**src/rtl/attr_enc_pkg.sv**
```systemverilog
package attr_enc_pkg;
  localparam int unsigned WORD_BITS = 6;

  function automatic logic [WORD_BITS-1:0] rot_left(input logic [WORD_BITS-1:0] v);
    return {v[WORD_BITS-2:0], v[WORD_BITS-1]};
  endfunction
endpackage

```
**src/rtl/attr_gate.sv**
```systemverilog
module attr_gate (
  input  logic clk_i,
  input  logic rst_ni,
  input  logic trig_i,
  input  logic tick_i,
  input  logic last_i,
  input  logic mode_i,
  output logic busy_o,
  output logic adv_o,
  output logic close_o,
  output logic mode_o
);
  logic open_q, tail_q, mode_q;

  always_ff @(posedge clk_i or negedge rst_ni) begin
    if (!rst_ni) begin
      open_q <= 1'b0;
      tail_q <= 1'b0;
      mode_q <= 1'b0;
    end else if (!open_q) begin
      if (trig_i) begin
        open_q <= 1'b1;
        tail_q <= 1'b0;
        mode_q <= mode_i;
      end
    end else if (tick_i) begin
      if (tail_q) begin
        open_q <= 1'b0;
        tail_q <= 1'b0;
      end else if (last_i) begin
        tail_q <= 1'b1;  // final bit leaves now; next tick closes
      end
    end
  end

  assign busy_o  = open_q;
  assign adv_o   = open_q & tick_i & ~tail_q;
  assign close_o = open_q & tick_i & tail_q;
  assign mode_o  = mode_q;

  p_start_r2: assert property (@(posedge clk_i) disable iff (!rst_ni)
    !open_q && trig_i |=> open_q);
  p_hold_r7: assert property (@(posedge clk_i) disable iff (!rst_ni)
    open_q && !tick_i |=> open_q && $stable(mode_q));
  p_close_r5: assert property (@(posedge clk_i) disable iff (!rst_ni)
    close_o |=> !open_q);
  p_idle_tick_r9: assert property (@(posedge clk_i) disable iff (!rst_ni)
    !open_q && !trig_i |=> !open_q);
endmodule

```
**src/rtl/attr_ring.sv**
```systemverilog
module attr_ring
  import attr_enc_pkg::*;
#(
  parameter int unsigned WORDS = 3,
  parameter int unsigned WW    = 2
) (
  input  logic                 clk_i,
  input  logic                 rst_ni,
  input  logic                 adv_i,
  input  logic                 clr_i,
  input  logic                 mode_i,
  output logic [WORD_BITS-1:0] ring_o,
  output logic [WW-1:0]        word_o,
  output logic                 last_o
);
  localparam logic [WW-1:0] LAST_WORD = WW'(WORDS - 1);

  logic [WORD_BITS-1:0] ring_q;
  logic [WW-1:0]        word_q;
  logic [WW-1:0]        last_idx;

  assign last_idx = mode_i ? LAST_WORD : '0;
  assign last_o   = ring_q[WORD_BITS-1] && (word_q == last_idx);

  always_ff @(posedge clk_i or negedge rst_ni) begin
    if (!rst_ni) begin
      ring_q <= WORD_BITS'(1);
      word_q <= '0;
    end else if (clr_i) begin
      ring_q <= WORD_BITS'(1);
      word_q <= '0;
    end else if (adv_i) begin
      ring_q <= rot_left(ring_q);
      if (ring_q[WORD_BITS-1]) word_q <= last_o ? '0 : word_q + WW'(1);
    end
  end

  assign ring_o = ring_q;
  assign word_o = word_q;

  p_ring_onehot_r3: assert property (@(posedge clk_i) disable iff (!rst_ni)
    $countones(ring_q) == 1);
  p_word_range_r6: assert property (@(posedge clk_i) disable iff (!rst_ni)
    word_q <= LAST_WORD);
  p_ring_hold_r3: assert property (@(posedge clk_i) disable iff (!rst_ni)
    !adv_i && !clr_i |=> $stable(ring_q) && $stable(word_q));
endmodule

```
**src/rtl/attr_sel.sv**
```systemverilog
module attr_sel
  import attr_enc_pkg::*;
#(
  parameter int unsigned WORDS = 3,
  parameter int unsigned WW    = 2
) (
  input  logic [WORDS*WORD_BITS-1:0] strap_i,
  input  logic [WORD_BITS-1:0]       ring_i,
  input  logic [WW-1:0]              word_i,
  output logic                       bit_o
);
  logic [WORD_BITS-1:0] word_bits [WORDS];

  for (genvar w = 0; w < WORDS; w++) begin : g_word
    assign word_bits[w] = strap_i[w*WORD_BITS +: WORD_BITS];
  end

  always_comb begin
    bit_o = 1'b0;
    for (int w = 0; w < WORDS; w++) begin
      if (word_i == WW'(w)) bit_o = |(word_bits[w] & ring_i);
    end
  end
endmodule

```
**src/rtl/attr_serial_enc.sv**
```systemverilog
module attr_serial_enc
  import attr_enc_pkg::*;
#(
  parameter int unsigned WORDS = 3
) (
  input  logic                       clk_i,
  input  logic                       rst_ni,
  input  logic                       trig_i,
  input  logic                       tick_i,
  input  logic                       multi_i,
  input  logic [WORDS*WORD_BITS-1:0] strap_i,
  output logic                       ser_o,
  output logic                       busy_o
);
  localparam int unsigned WW = (WORDS > 1) ? $clog2(WORDS) : 1;

  logic                 busy, adv, close_w, mode_q, last_w, bit_w;
  logic [WORD_BITS-1:0] ring;
  logic [WW-1:0]        word;
  logic                 ser_q;

  attr_gate u_gate (
    .clk_i   (clk_i),
    .rst_ni  (rst_ni),
    .trig_i  (trig_i),
    .tick_i  (tick_i),
    .last_i  (last_w),
    .mode_i  (multi_i),
    .busy_o  (busy),
    .adv_o   (adv),
    .close_o (close_w),
    .mode_o  (mode_q)
  );

  attr_ring #(.WORDS(WORDS), .WW(WW)) u_ring (
    .clk_i  (clk_i),
    .rst_ni (rst_ni),
    .adv_i  (adv),
    .clr_i  (~busy),
    .mode_i (mode_q),
    .ring_o (ring),
    .word_o (word),
    .last_o (last_w)
  );

  attr_sel #(.WORDS(WORDS), .WW(WW)) u_sel (
    .strap_i (strap_i),
    .ring_i  (ring),
    .word_i  (word),
    .bit_o   (bit_w)
  );

  always_ff @(posedge clk_i or negedge rst_ni) begin
    if (!rst_ni)      ser_q <= 1'b0;
    else if (close_w) ser_q <= 1'b0;
    else if (adv)     ser_q <= bit_w;
  end

  assign ser_o  = ser_q;
  assign busy_o = busy;

  p_idle_low_r9: assert property (@(posedge clk_i) disable iff (!rst_ni)
    !busy_o |-> !ser_o);
  p_ser_hold_r3: assert property (@(posedge clk_i) disable iff (!rst_ni)
    !tick_i |=> $stable(ser_o));
endmodule

```
**config.mk**
```make
export PLATFORM = sky130hd
export DESIGN_NAME = attr_serial_enc
export DESIGN_NICKNAME = d
export VERILOG_FILES = /design/src/rtl/attr_enc_pkg.sv /design/src/rtl/attr_gate.sv /design/src/rtl/attr_ring.sv /design/src/rtl/attr_sel.sv /design/src/rtl/attr_serial_enc.sv
export SDC_FILE = /design/constraint.sdc
export NUM_CORES = 1
export LEC_CHECK = 0
export BUFFER_PORTS_ARGS = -buffer_cell sky130_fd_sc_hd__buf_2
export CAP_MARGIN = 25
export CORE_AREA = 10 10 50 52
export CTS_BUF_LIST = sky130_fd_sc_hd__clkbuf_4 sky130_fd_sc_hd__clkbuf_8 sky130_fd_sc_hd__clkbuf_16
export DETAILED_ROUTE_END_ITERATION = 8
export DIE_AREA = 0 0 60 62
export PLACE_DENSITY = 0.81
export REMOVE_ABC_BUFFERS = 1
export SLEW_MARGIN = 20
export SYNTH_ARGS = -nofsm -noshare
export SYNTH_HDL_FRONTEND = slang
export SYNTH_SLANG_ARGS = --single-unit
```
**constraint.sdc**
```tcl
create_clock -name clk_i -period 1.6 [get_ports clk_i]
set_clock_uncertainty 0.05 [all_clocks]
set_input_delay 0.08 -clock clk_i [delete_from_list [all_inputs] [get_ports clk_i]]
set_output_delay 0.08 -clock clk_i [all_outputs]
set_load 0.01 [all_outputs]
```
==> results of run 1 <==
stage by stage:
| stage | instance area (um2) | util, % | total power [mW] |
|---|---|---|---|
| 5_1_grt | 886 | 54.9 | 1.42 |
| 3_3_place_gp | 816 | 50.5 | 1.05 |
| 4_1_cts | 886 | 54.9 | 1.30 |
| 2_1_floorplan | 659 | - | 0.894 |
| 6_report | 886 | 54.9 | 1.29 |
| 3_5_place_dp | 816 | 50.5 | 1.07 |
final cells by class:
cell class              instances  area (um2)
fillers                       144         728
multi-input cells              57         350
flip-flops and latches         12         302
repair buffers                 30         175
clock buffers                   4        30.0
well taps                      17        21.3
inverters                       2        7.51
kinds of logic after synthesis:
kind of cell | Yosys count | share of synthesized area, %
muxes | 1 | 1.61
buffers and inverters | 6 | 6.63
DFF | 12 | 43.2
and+or+nand+nor | 31 | 21.9
xor gates and xnor gates | 1 | 1.25
AOI/OAI and AO/OA | 21 | 20.1
adders and majority gates | 3 | 5.38
synth_stat cells:
| master | n | area share (%) |
|---|---|---|
| sky130_fd_sc_hd__a22oi_1 | 5 | 5.4 |
| sky130_fd_sc_hd__buf_2 | 1 | 0.72 |
| sky130_fd_sc_hd__nor2b_1 | 3 | 2.7 |
| sky130_fd_sc_hd__a222oi_1 | 2 | 2.9 |
| sky130_fd_sc_hd__a21boi_1 | 2 | 2.1 |
| sky130_fd_sc_hd__mux2_2 | 1 | 1.6 |
| sky130_fd_sc_hd__nor2_1 | 1 | 0.54 |
| sky130_fd_sc_hd__nand2_1 | 16 | 8.6 |
| sky130_fd_sc_hd__o21ai_0 | 3 | 2.1 |
| sky130_fd_sc_hd__and3b_1 | 1 | 1.3 |
| sky130_fd_sc_hd__inv_1 | 2 | 1.1 |
| sky130_fd_sc_hd__dfrtp_1 | 11 | 39 |
| sky130_fd_sc_hd__a211oi_1 | 1 | 1.1 |
| sky130_fd_sc_hd__a31oi_1 | 1 | 0.90 |
| sky130_fd_sc_hd__o2111ai_1 | 1 | 1.3 |
| sky130_fd_sc_hd__nor4b_1 | 1 | 1.3 |
| sky130_fd_sc_hd__nand2_2 | 1 | 0.90 |
| sky130_fd_sc_hd__buf_6 | 3 | 4.8 |
| sky130_fd_sc_hd__xor2_1 | 1 | 1.3 |
| sky130_fd_sc_hd__ha_1 | 3 | 5.4 |
| sky130_fd_sc_hd__nand3_1 | 3 | 2.1 |
| sky130_fd_sc_hd__nand4_1 | 3 | 2.7 |
| sky130_fd_sc_hd__dfstp_2 | 1 | 3.8 |
| sky130_fd_sc_hd__o21ai_1 | 6 | 4.3 |
| sky130_fd_sc_hd__nand2b_1 | 2 | 1.8 |
critical path: stages (launching register included):
cell and delay (ps):
sky130_fd_sc_hd__dfrtp_1 490, sky130_fd_sc_hd__a222oi_1 420, sky130_fd_sc_hd__nand4_1 140, sky130_fd_sc_hd__nand3_1 110, sky130_fd_sc_hd__o21ai_1 60
layout by cell type (no fill, tap or decap), types with 2 or more instances in the layout:
cell type / Yosys / layout
sky130_fd_sc_hd__a222oi_1: 2 / 2
sky130_fd_sc_hd__buf_2: 1 / 24
sky130_fd_sc_hd__nand4_1: 3 / 3
sky130_fd_sc_hd__nand3_1: 3 / 3
sky130_fd_sc_hd__inv_1: 2 / 2
sky130_fd_sc_hd__nand2b_1: 2 / 2
sky130_fd_sc_hd__dfrtp_1: 11 / 11
sky130_fd_sc_hd__o21ai_0: 3 / 3
sky130_fd_sc_hd__a22oi_1: 5 / 5
sky130_fd_sc_hd__nand2_1: 16 / 16
sky130_fd_sc_hd__nor2b_1: 3 / 3
sky130_fd_sc_hd__clkbuf_4: 0 / 4
sky130_fd_sc_hd__ha_1: 3 / 3
sky130_fd_sc_hd__dlygate4sd3_1: 0 / 4
sky130_fd_sc_hd__o21ai_1: 6 / 6
sky130_fd_sc_hd__buf_4: 0 / 2
sky130_fd_sc_hd__a21boi_1: 2 / 2
layer usage:
layer | track usage (%) | wire, um | vias to the layer above
met5 | 0 | 0 | -
met4 | 6.73 | 63 | 0
met3 | 4.07 | 248 | 7
met2 | 16.2 | 743 | 33
met1 | 9.43 | 655 | 288
li1 | - | - | 333
flip-flops by register name, summed over array words and instances (netlist names):
signal	cells
u_ring.ring_o	6
u_gate.busy_o	1
u_gate.tail_q	1
ser_o	1
u_ring.word_o	2
u_gate.mode_o	1
what timing repair did:
item                                    4_1_cts  5_1_grt
hold endpoints to repair                     15        0
hold buffers                                  4        0
endpoints found under the setup margin        0        0
worst min path at each step:
stage	from	to	slack (ps)	cells after the start
after floorplan	rst_ni	ser_o$_DFFE_PN0P_	-270	0
after global placement	rst_ni	ser_o$_DFFE_PN0P_	-80	1
after detailed placement	rst_ni	u_ring.word_o[1]$_DFFE_PN0P_	-70	1
after CTS	rst_ni	u_gate.busy_o$_DFF_PN0_	170	2
after global routing	strap_i[6]	ser_o$_DFFE_PN0P_	190	5
final	rst_ni	ser_o$_DFFE_PN0P_	160	2
power by group through the flow:
stage / Clock [mW] / Sequential (mW) / Combinational (mW)
2_1_floorplan: 0 / 0.553 / 0.341
3_5_place_dp: 0 / 0.569 / 0.506
5_1_grt: 0.242 / 0.586 / 0.596
4_1_cts: 0.218 / 0.561 / 0.517
3_3_place_gp: 0 / 0.560 / 0.492
6_report: 0.213 / 0.565 / 0.511
==> out/metrics.cfg, run 1 <==
[status]
status=finished clean

[critical_path]
cp_max_fo=8
crit_type=register to register
worst-r2r-setup-slack_ps=210
setup.worst_path.start=u_ring.ring_o[5]$_DFFE_PN0P_
crit_arrival_ps=1490
critPathCapture=ser_o$_DFFE_PN0P_
crit_path_end_kind=register
required_ps=1710
ff2ff_path_depth=4
worstReg2RegEnd=ser_o$_DFFE_PN0P_
startpoint_type=register
crit-reg2reg-launch=u_ring.ring_o[5]$_DFFE_PN0P_

[route]
dr.pass1.iters=4
drc=0
iter_0_drt_violations=21
avgViaCountPerCell=5.42
num_vias=661
post_drt_wl_per_cell_um=14.0
routed_wirelength_um=1710
detail-route-antenna-nets=0

[die]
chipHeight_um=62
floorplan.core_area_um2=1610
design.portCount=25
initial_utilization_pct=43.3
die_area_um2=3720
dieWidth_um=60
placementRows=15

[logic_synthesis]
synth_cell_type_count=25
postSynthCellCount=75
synth.ff_latch_count=12
syn_avg_cell_area_um2=9.31
synth_sequential_area_ratio_pct=43.2
ys.warnings.count=0
syn-cell-area_um2=698

[finish]
layout-drive-gt1-share_pct=31.4
layout.nets=132
finish.cell_count_without_fillers=122
n_antenna_cell=0
area.growth.synth_to_final_pct=26.9

[sta]
setup-violations-final=0
fin_hold_ws_ps=161
tightestPinTransition_ps=370
rsz0062_at_grt=false
max_clock_freq_mhz=722
timing.final.crit_period_ps=1390
worst_slew_margin_rel_pct=75.3
postLayoutSetupSlackWorst_ps=215
finalSetupTns_ps=0
final_max_slew_viol_count=0
finalHoldViolCount=0
post-route-period-util_pct=86.6

[power_and_ir_drop]
swShare_pct=38.6
power.clock.fraction_pct=16.5
leakage_nw=0.411
worst_ir_drop_vdd_uv=580
net-switching-power_mw=0.497
power_density_nw_per_um2=1450
power.share.combinational_pct=39.7
p_int_mw=0.792
power.share.sequential_pct=43.8

[clock_tree]
ctsLongestPathBuffers=2
number_of_cells_upsized_or_downsized_after_cts=0
clock_sink_count=12
numCtsBuffers=3
cts.htree.levels=1
clkLatencyLatePin_ps=270
cts_tree=yes
path_clk_slew_ps=70
clock-root-buffer=sky130_fd_sc_hd__clkbuf_4
postCtsSetupRepairBufs=0

[global_routing]
grt_first_pass_wirelength_um=2810
grt_max_degree=13
antenna_found_initial=0
grt_overflow=0
grt_pass1_vias=680
total_global_route_track_usage_pct=9.64

[placed_design]
post-place-cells=114
pre_cts_slack_ps=210
port_buffers=24
dpl.hpwl_um=1360
gp_routability_congestion=0.770

[run]
max_cap_viols=0

[min_path]
worst_hold_path_type=primary input to asynchronous set/reset pin

No activity file was read; power rests on OpenSTA's default activity.
==> run 2: changes to the inputs <==
Settings changed: ABC_AREA from default to 1, PLACE_DENSITY 0.81 to 0.8.
==> run 2 against run 1 <==
  * Non-clock buffer count is 2 lower
  * Critical path depth is 2 higher
  * Total power is 14% higher
  * Synthesized area is 2.2% lower
  * Largest cell class unchanged
  * Utilization is 0.077 points higher
  * Synthesized cell count is 17% higher
  * Clock power is 13% higher
  * Sequential power hardly changed
  * Final area is 0.14% higher
  * Sequential cell count stayed put
  * Global-route usage is 0.46 points higher
==> out/metrics.cfg, run 2 <==
[status]
status=finished clean

[die]
design.portCount=25  ; unchanged
placementRows=15  ; unchanged
dieWidth_um=60  ; unchanged
initial_utilization_pct=42.3  ; -0.93 points
die_area_um2=3720  ; unchanged
chipHeight_um=62  ; unchanged
floorplan.core_area_um2=1610  ; unchanged

[logic_synthesis]
ys.warnings.count=0  ; unchanged
synthArstFlopShare_pct=100  ; unchanged
syn-cell-area_um2=683  ; -2.2%
synth.ff_latch_count=12  ; unchanged
post_synth_main_area_contributors=sky130_fd_sc_hd__dfrtp_1, sky130_fd_sc_hd__nand2_1, sky130_fd_sc_hd__inv_1
synth_top_flop_cell=sky130_fd_sc_hd__dfrtp_1
synth_sequential_area_ratio_pct=44.1  ; +0.95 points
netlist_top_cells_count=sky130_fd_sc_hd__nand2_1, sky130_fd_sc_hd__inv_1, sky130_fd_sc_hd__dfrtp_1
synth_cell_type_count=18  ; -28%
synth_largest_type_area_fraction_pct=40.3  ; +0.87 points
synthMostInstantiatedCell=sky130_fd_sc_hd__nand2_1
postSynthCellCount=88  ; +17%
yosys.area.top_type=sky130_fd_sc_hd__dfrtp_1
synth_edf_count=0  ; unchanged
syn_avg_cell_area_um2=7.76  ; -17%

[critical_path]
cp_max_fo=9  ; +1
crit_arrival_ps=1520  ; +30 ps
slowest_delay_ps=530  ; +40 ps
crit_path_frequent_cell=sky130_fd_sc_hd__nand2_1
crit_path_end_kind=register
cell_at_the_slowest_stage_of_the_critical_path=sky130_fd_sc_hd__dlygate4sd3_1
crit_family=buffers and inverters
required_ps=1740  ; +30 ps
crit_path_buf_inv_count=2  ; +2
critical_path.cell_chain=dlygate4sd3_1 -> buf_2 -> nand2_1 -> or2_1 -> nand2_1 -> o22ai_1
startpoint_type=primary input
crit_type=primary input to register

[placed_design]
place_area_um2=821  ; +0.61%
port_buffers=24  ; unchanged
gp_routability_congestion=0.805  ; +4.6%
dpl.hpwl_um=1460  ; +7.4%

[clock_tree]
clock_sink_count=12  ; unchanged
cts.htree.levels=1  ; unchanged
cts_tree=yes
numCtsBuffers=3  ; unchanged
clock-root-buffer=sky130_fd_sc_hd__clkbuf_4
ctsLongestPathBuffers=2  ; unchanged
clkLatencyLatePin_ps=280  ; about the same
postCtsSetupRepairBufs=0  ; unchanged
path_clk_slew_ps=80  ; about the same

[route]
avgViaCountPerCell=4.90  ; -9.6%
iter_0_drt_violations=20  ; -4.8%
drc=0  ; unchanged
dr.pass1.iters=4  ; unchanged
detail-route-antenna-nets=0  ; unchanged
num_vias=666  ; +0.76%
routed_wirelength_um=1760  ; +3.2%
post_drt_wl_per_cell_um=13.0  ; -7.5%

[sta]
tightestPinTransition_ps=336  ; -34.3 ps
timing.final.crit_period_ps=1390  ; +1.96 ps
finalHoldViolCount=0  ; unchanged
worst_slew_margin_rel_pct=77.6  ; +2.3 points
final_max_slew_viol_count=0  ; unchanged
post-route-period-util_pct=86.7  ; +0.12 points
max_clock_freq_mhz=721  ; -0.14%
setup-violations-final=0  ; unchanged
rsz0062_at_grt=false
finalSetupTns_ps=0  ; unchanged

[global_routing]
grt_overflow=0  ; unchanged
total_global_route_track_usage_pct=10.1  ; +0.46 points
antenna_found_initial=0  ; unchanged
grt_pass1_vias=692  ; +1.8%
grt_first_pass_wirelength_um=2880  ; +2.5%
grt_max_degree=13  ; unchanged

[finish]
mostFrequentLayoutCell=sky130_fd_sc_hd__nand2_1
area.growth.synth_to_final_pct=29.9
final_instance_area_um2=887  ; +0.14%
n_antenna_cell=0  ; unchanged
layout-drive-gt1-share_pct=26.9  ; -4.5 points
layout.nets=146  ; +11%
number_of_flip_flops_in_the_largest_register=6  ; unchanged
layout_common_cells=sky130_fd_sc_hd__nand2_1, sky130_fd_sc_hd__buf_2, sky130_fd_sc_hd__inv_1

[min_path]
worst_hold_path_type=primary input to register

[power_and_ir_drop]
worst_ir_drop_vdd_uv=743  ; +28%
power_density_nw_per_um2=1660  ; +14%
leakage_nw=0.476  ; +16%

[run]
max_cap_viols=0  ; unchanged

[run 2: cell types whose count changed in the layout (fill, tap and decap cells not counted), sizes merged, moves of 3 or more]
cell | previous run | this run
nor2b | 3 | 0
a22oi | 5 | 0
inv | 2 | 12
o21ai | 9 | 4
nand2 | 17 | 37
o22ai | 0 | 5
a21oi | 0 | 3
[run 2: worst register-to-register path, cell delays in order (launching register included)]
cell and delay (ps):
sky130_fd_sc_hd__dfrtp_1 390, sky130_fd_sc_hd__inv_1 150, sky130_fd_sc_hd__ha_1 170, sky130_fd_sc_hd__inv_1 50, sky130_fd_sc_hd__a211oi_1 240, sky130_fd_sc_hd__a21oi_1 100, sky130_fd_sc_hd__nand2_1 80, sky130_fd_sc_hd__nand2_1 40
[run 2: logic make-up after synthesis]
logic type,share of synthesized area [%]
AND/OR/NAND/NOR,25.8
AO/OA/AOI/OAI,14.7
buffers and inverters,8.24
flip-flops,44.1
adder cells (fa/ha/maj),5.50
multiplexers,1.65
[run 2: cell type report]
| class | instances | area (um2) |
|---|---|---|
| Fill cell | 168 | 727 |
| Clock buffer | 4 | 36.3 |
| Timing Repair Buffer | 28 | 158 |
| Multi-Input combinational cell | 63 | 325 |
| Inverter | 12 | 45.0 |
| Tap cell | 17 | 21.3 |
| Sequential cell | 12 | 302 |
[run 2: path summary, 6_finish.rpt]
path                                               from                            to  slack (ps)  cells after the start
setup / recovery                                 tick_i  u_ring.ring_o[4]$_DFFE_PN0P_         210                      6
hold / removal                                   trig_i       u_gate.busy_o$_DFF_PN0_          10                      3
setup reg to reg           u_ring.word_o[0]$_DFFE_PN0P_             ser_o$_DFFE_PN0P_         240                      7
hold reg to reg            u_ring.ring_o[0]$_DFFE_PN1P_  u_ring.ring_o[0]$_DFFE_PN1P_         480                      2
max in group asynchronous                        rst_ni  u_ring.ring_o[0]$_DFFE_PN1P_        1070                      2
min in group asynchronous                        rst_ni  u_ring.word_o[0]$_DFFE_PN0P_         150                      2
[run 2: timing repair]
action / 4_1_cts / 5_1_grt
resized for setup: 0 / 0
hold buffers: 3 / 0
endpoints found under the hold margin: 14 / 0
[run 2: per-stage QoR]
stage,hold slack [ps],cells,util (%),worst slack [ps],power (mW)
after floorplan,-266,87,-,205,1.02
after global placement,-85.9,129,50.9,304,1.19
after detailed placement,-80.7,129,50.9,253,1.24
after CTS,14.9,136,55.0,205,1.48
after global routing,46.5,136,55.0,101,1.60
final,14.5,136,55.0,213,1.47
[run 2: routing by layer]
metal	wire length [um]	global-route usage, %	share of wire (%)
met5	0	0	0
met4	36	5.77	2.0
met3	218	4.67	12
met2	737	15.0	42
met1	773	11.7	44
[run 2: report_power, final]
part	switching, mW	total [mW]	internal (mW)
Clock	0.103	0.241	0.138
Combinational	0.391	0.665	0.274
Sequential	0.119	0.564	0.445
Total	0.613	1.47	0.857
==> run 3: changes to the inputs <==
Settings changed: ABC_AREA 1 to default, CORE_AREA 10 10 50 52 to 10 10 49 51, DIE_AREA 0 0 60 62 to 0 0 59 61, PLACE_DENSITY 0.8 to 0.84.
Clock period 1.6 ns to 1.7 ns, I/O delays scaled along.
==> run 3 against run 2 <==
  * Clock-buffer cell count did not move
  * First-iteration DRC count rose by 15%
  * Utilization rose by 5.1 points
  * Sequential share of layout area rose by 0.14 points
  * Critical path depth fell by 3
  * Clock power fell by 7%
  * Routed wire length fell by 1.3%
  * Total power fell by 17%
  * Sequential power fell by 6.9%
==> out/metrics.cfg, run 3 (synthesis results as in run 1) <==
[die]
placementRows=14  ; -1
dieWidth_um=59  ; -1.7%
die_area_um2=3600  ; -3.3%
design.portCount=25  ; unchanged
chipHeight_um=61  ; -1.6%
initial_utilization_pct=47.4  ; +5.1 points
floorplan.core_area_um2=1470  ; -8.8%

[sta]
rsz0062_at_grt=false
final_max_slew_viol_count=0  ; unchanged
finalHoldViolCount=0  ; unchanged
tightestPinTransition_ps=430  ; +94.2 ps
post-route-period-util_pct=81.0
worst_slew_margin_rel_pct=71.3  ; -6.3 points
timing.final.crit_period_ps=1380
setup-violations-final=0  ; unchanged
max_clock_freq_mhz=727
finalSetupTns_ps=0  ; unchanged

[critical_path]
cp_max_fo=14  ; +5
crit_path_end_kind=register
crit_family=simple AND/OR/NAND/NOR gates
crit_type=register to register
ff2ff_path_depth=3  ; -4
crit_path_buf_inv_count=0  ; -2
cell_at_the_slowest_stage_of_the_critical_path=sky130_fd_sc_hd__and3b_1
required_ps=1850  ; +110 ps
slowest_delay_ps=500  ; -30 ps
worst-r2r-setup-slack_ps=320  ; +80 ps
crit-reg2reg-launch=u_gate.tail_q$_DFFE_PN0P_
startpoint_type=register
critical_path.cell_chain=and3b_1 -> o2111ai_1 -> a21boi_1
worstReg2RegEnd=u_ring.word_o[1]$_DFFE_PN0P_
crit_arrival_ps=1530  ; about the same

[placed_design]
post-place-cells=112  ; -13%
dpl.hpwl_um=1370  ; -6.2%
port_buffers=24  ; unchanged
place_area_um2=807  ; -1.7%
gp_routability_congestion=0.771  ; -4.2%

[finish]
area.growth.synth_to_final_pct=26.5
postLayoutCoreUtil_pct=60.0  ; +5.1 points
layout.nets=131  ; -10%
n_antenna_cell=0  ; unchanged
layout_common_cells=sky130_fd_sc_hd__buf_2, sky130_fd_sc_hd__nand2_1, sky130_fd_sc_hd__dfrtp_1
final_instance_area_um2=883  ; -0.42%
number_of_flip_flops_in_the_largest_register=6  ; unchanged
mostFrequentLayoutCell=sky130_fd_sc_hd__buf_2
finish.cell_count_without_fillers=120  ; -12%
layout-drive-gt1-share_pct=30.8  ; +3.9 points

[min_path]
min_to=ser_o$_DFFE_PN0P_
hold_path.startpoint=strap_i[6]
worst_hold_path_type=primary input to register
min_delay_path_depth=5  ; +2

[run]
max_cap_viols=0  ; unchanged

[clock_tree]
clkLatencyLatePin_ps=270  ; about the same
clock_sink_count=12  ; unchanged
clock-root-buffer=sky130_fd_sc_hd__clkbuf_4
cts.htree.levels=1  ; unchanged
numCtsBuffers=3  ; unchanged
path_clk_slew_ps=70  ; about the same
number_of_cells_upsized_or_downsized_after_cts=0  ; unchanged
cts_tree=yes
ctsLongestPathBuffers=2  ; unchanged

[global_routing]
grt_pass1_vias=652  ; -5.8%
grt_max_degree=16  ; +3
grt_overflow=0  ; unchanged
total_global_route_track_usage_pct=10.1  ; about the same
antenna_found_initial=0  ; unchanged
grt_first_pass_wirelength_um=2880  ; unchanged

[route]
dr.pass1.iters=4  ; unchanged
detail-route-antenna-nets=0  ; unchanged
post_drt_wl_per_cell_um=14.5  ; +12%
avgViaCountPerCell=5.48  ; +12%
num_vias=658  ; -1.2%
iter_0_drt_violations=23  ; +15%
drc=0  ; unchanged
routed_wirelength_um=1740  ; -1.3%

[power_and_ir_drop]
leakage_nw=0.409  ; -14%
total_power_mw=1.23  ; -17%
power_density_nw_per_um2=1390  ; -16%
worst_ir_drop_vdd_uv=805  ; +8.3%

[status]
status=finished clean

==> run 3: changes by cell type in the layout (fill, tap and decap cells not counted), moves of 2 or more <==
cell / change
sky130_fd_sc_hd__a222oi_1: +2
sky130_fd_sc_hd__a21boi_1: +2
sky130_fd_sc_hd__nand2_1: -21
sky130_fd_sc_hd__nand2b_1: +2
sky130_fd_sc_hd__a21oi_1: -3
sky130_fd_sc_hd__a22oi_1: +5
sky130_fd_sc_hd__nor2b_1: +3
sky130_fd_sc_hd__inv_1: -10
sky130_fd_sc_hd__o21ai_1: +6
sky130_fd_sc_hd__nand3_1: +2
sky130_fd_sc_hd__o22ai_1: -5
==> run 3: repair_timing <==
item,in CTS,in global routing
hold endpoints to repair,15,0
buffers inserted,0,0
hold buffers,4,0
==> run 3: worst max path at each step <==
| stage | from | endpoint | depth (start not counted) |
|---|---|---|---|
| 4_1_cts | u_gate.tail_q$_DFFE_PN0P_ | u_ring.word_o[1]$_DFFE_PN0P_ | 3 |
| 3_5_place_dp | u_gate.tail_q$_DFFE_PN0P_ | u_ring.word_o[1]$_DFFE_PN0P_ | 3 |
| 2_1_floorplan | u_gate.busy_o$_DFF_PN0_ | u_ring.word_o[1]$_DFFE_PN0P_ | 3 |
| 6_report | u_gate.tail_q$_DFFE_PN0P_ | u_ring.word_o[1]$_DFFE_PN0P_ | 3 |
| 3_3_place_gp | u_gate.tail_q$_DFFE_PN0P_ | u_ring.word_o[1]$_DFFE_PN0P_ | 3 |
| 5_1_grt | u_gate.tail_q$_DFFE_PN0P_ | u_ring.word_o[1]$_DFFE_PN0P_ | 3 |
==> run 3: metrics by stage <==
stage          hold WS [ps]  setup WS, ps
2_1_floorplan          -261           290
3_3_place_gp          -75.5           375
3_5_place_dp          -73.7           328
4_1_cts                 160           310
5_1_grt                 185           202
6_report                161           324
==> run 3: tightest hold or removal path, stage by stage <==
cell and delay (ps):
sky130_fd_sc_hd__buf_2 90, sky130_fd_sc_hd__nand2_1 50, sky130_fd_sc_hd__nand4_1 80, sky130_fd_sc_hd__nand3_1 80, sky130_fd_sc_hd__o21ai_1 60
==> run 3: cell type report <==
cell class,count,area [um2]
Fill cell,137,588
Multi-Input combinational cell,57,350
Sequential cell,12,302
Timing Repair Buffer,29,168
Clock buffer,4,36.3
Tap cell,16,20.0
Inverter,2,7.51
==> run 3: layer usage <==
metal / GRT usage, % / up-vias / wire (um)
met2: 15.3 / 32 / 710
met3: 6.05 / 3 / 270
met4: 4.59 / 0 / 27
li1: - / 328 / -
met1: 11.1 / 295 / 732
met5: 0 / - / 0
==> run 3: where the power goes <==
group,switching (mW),internal (mW)
Combinational,0.248,0.229
Clock,0.0937,0.130
Sequential,0.125,0.400
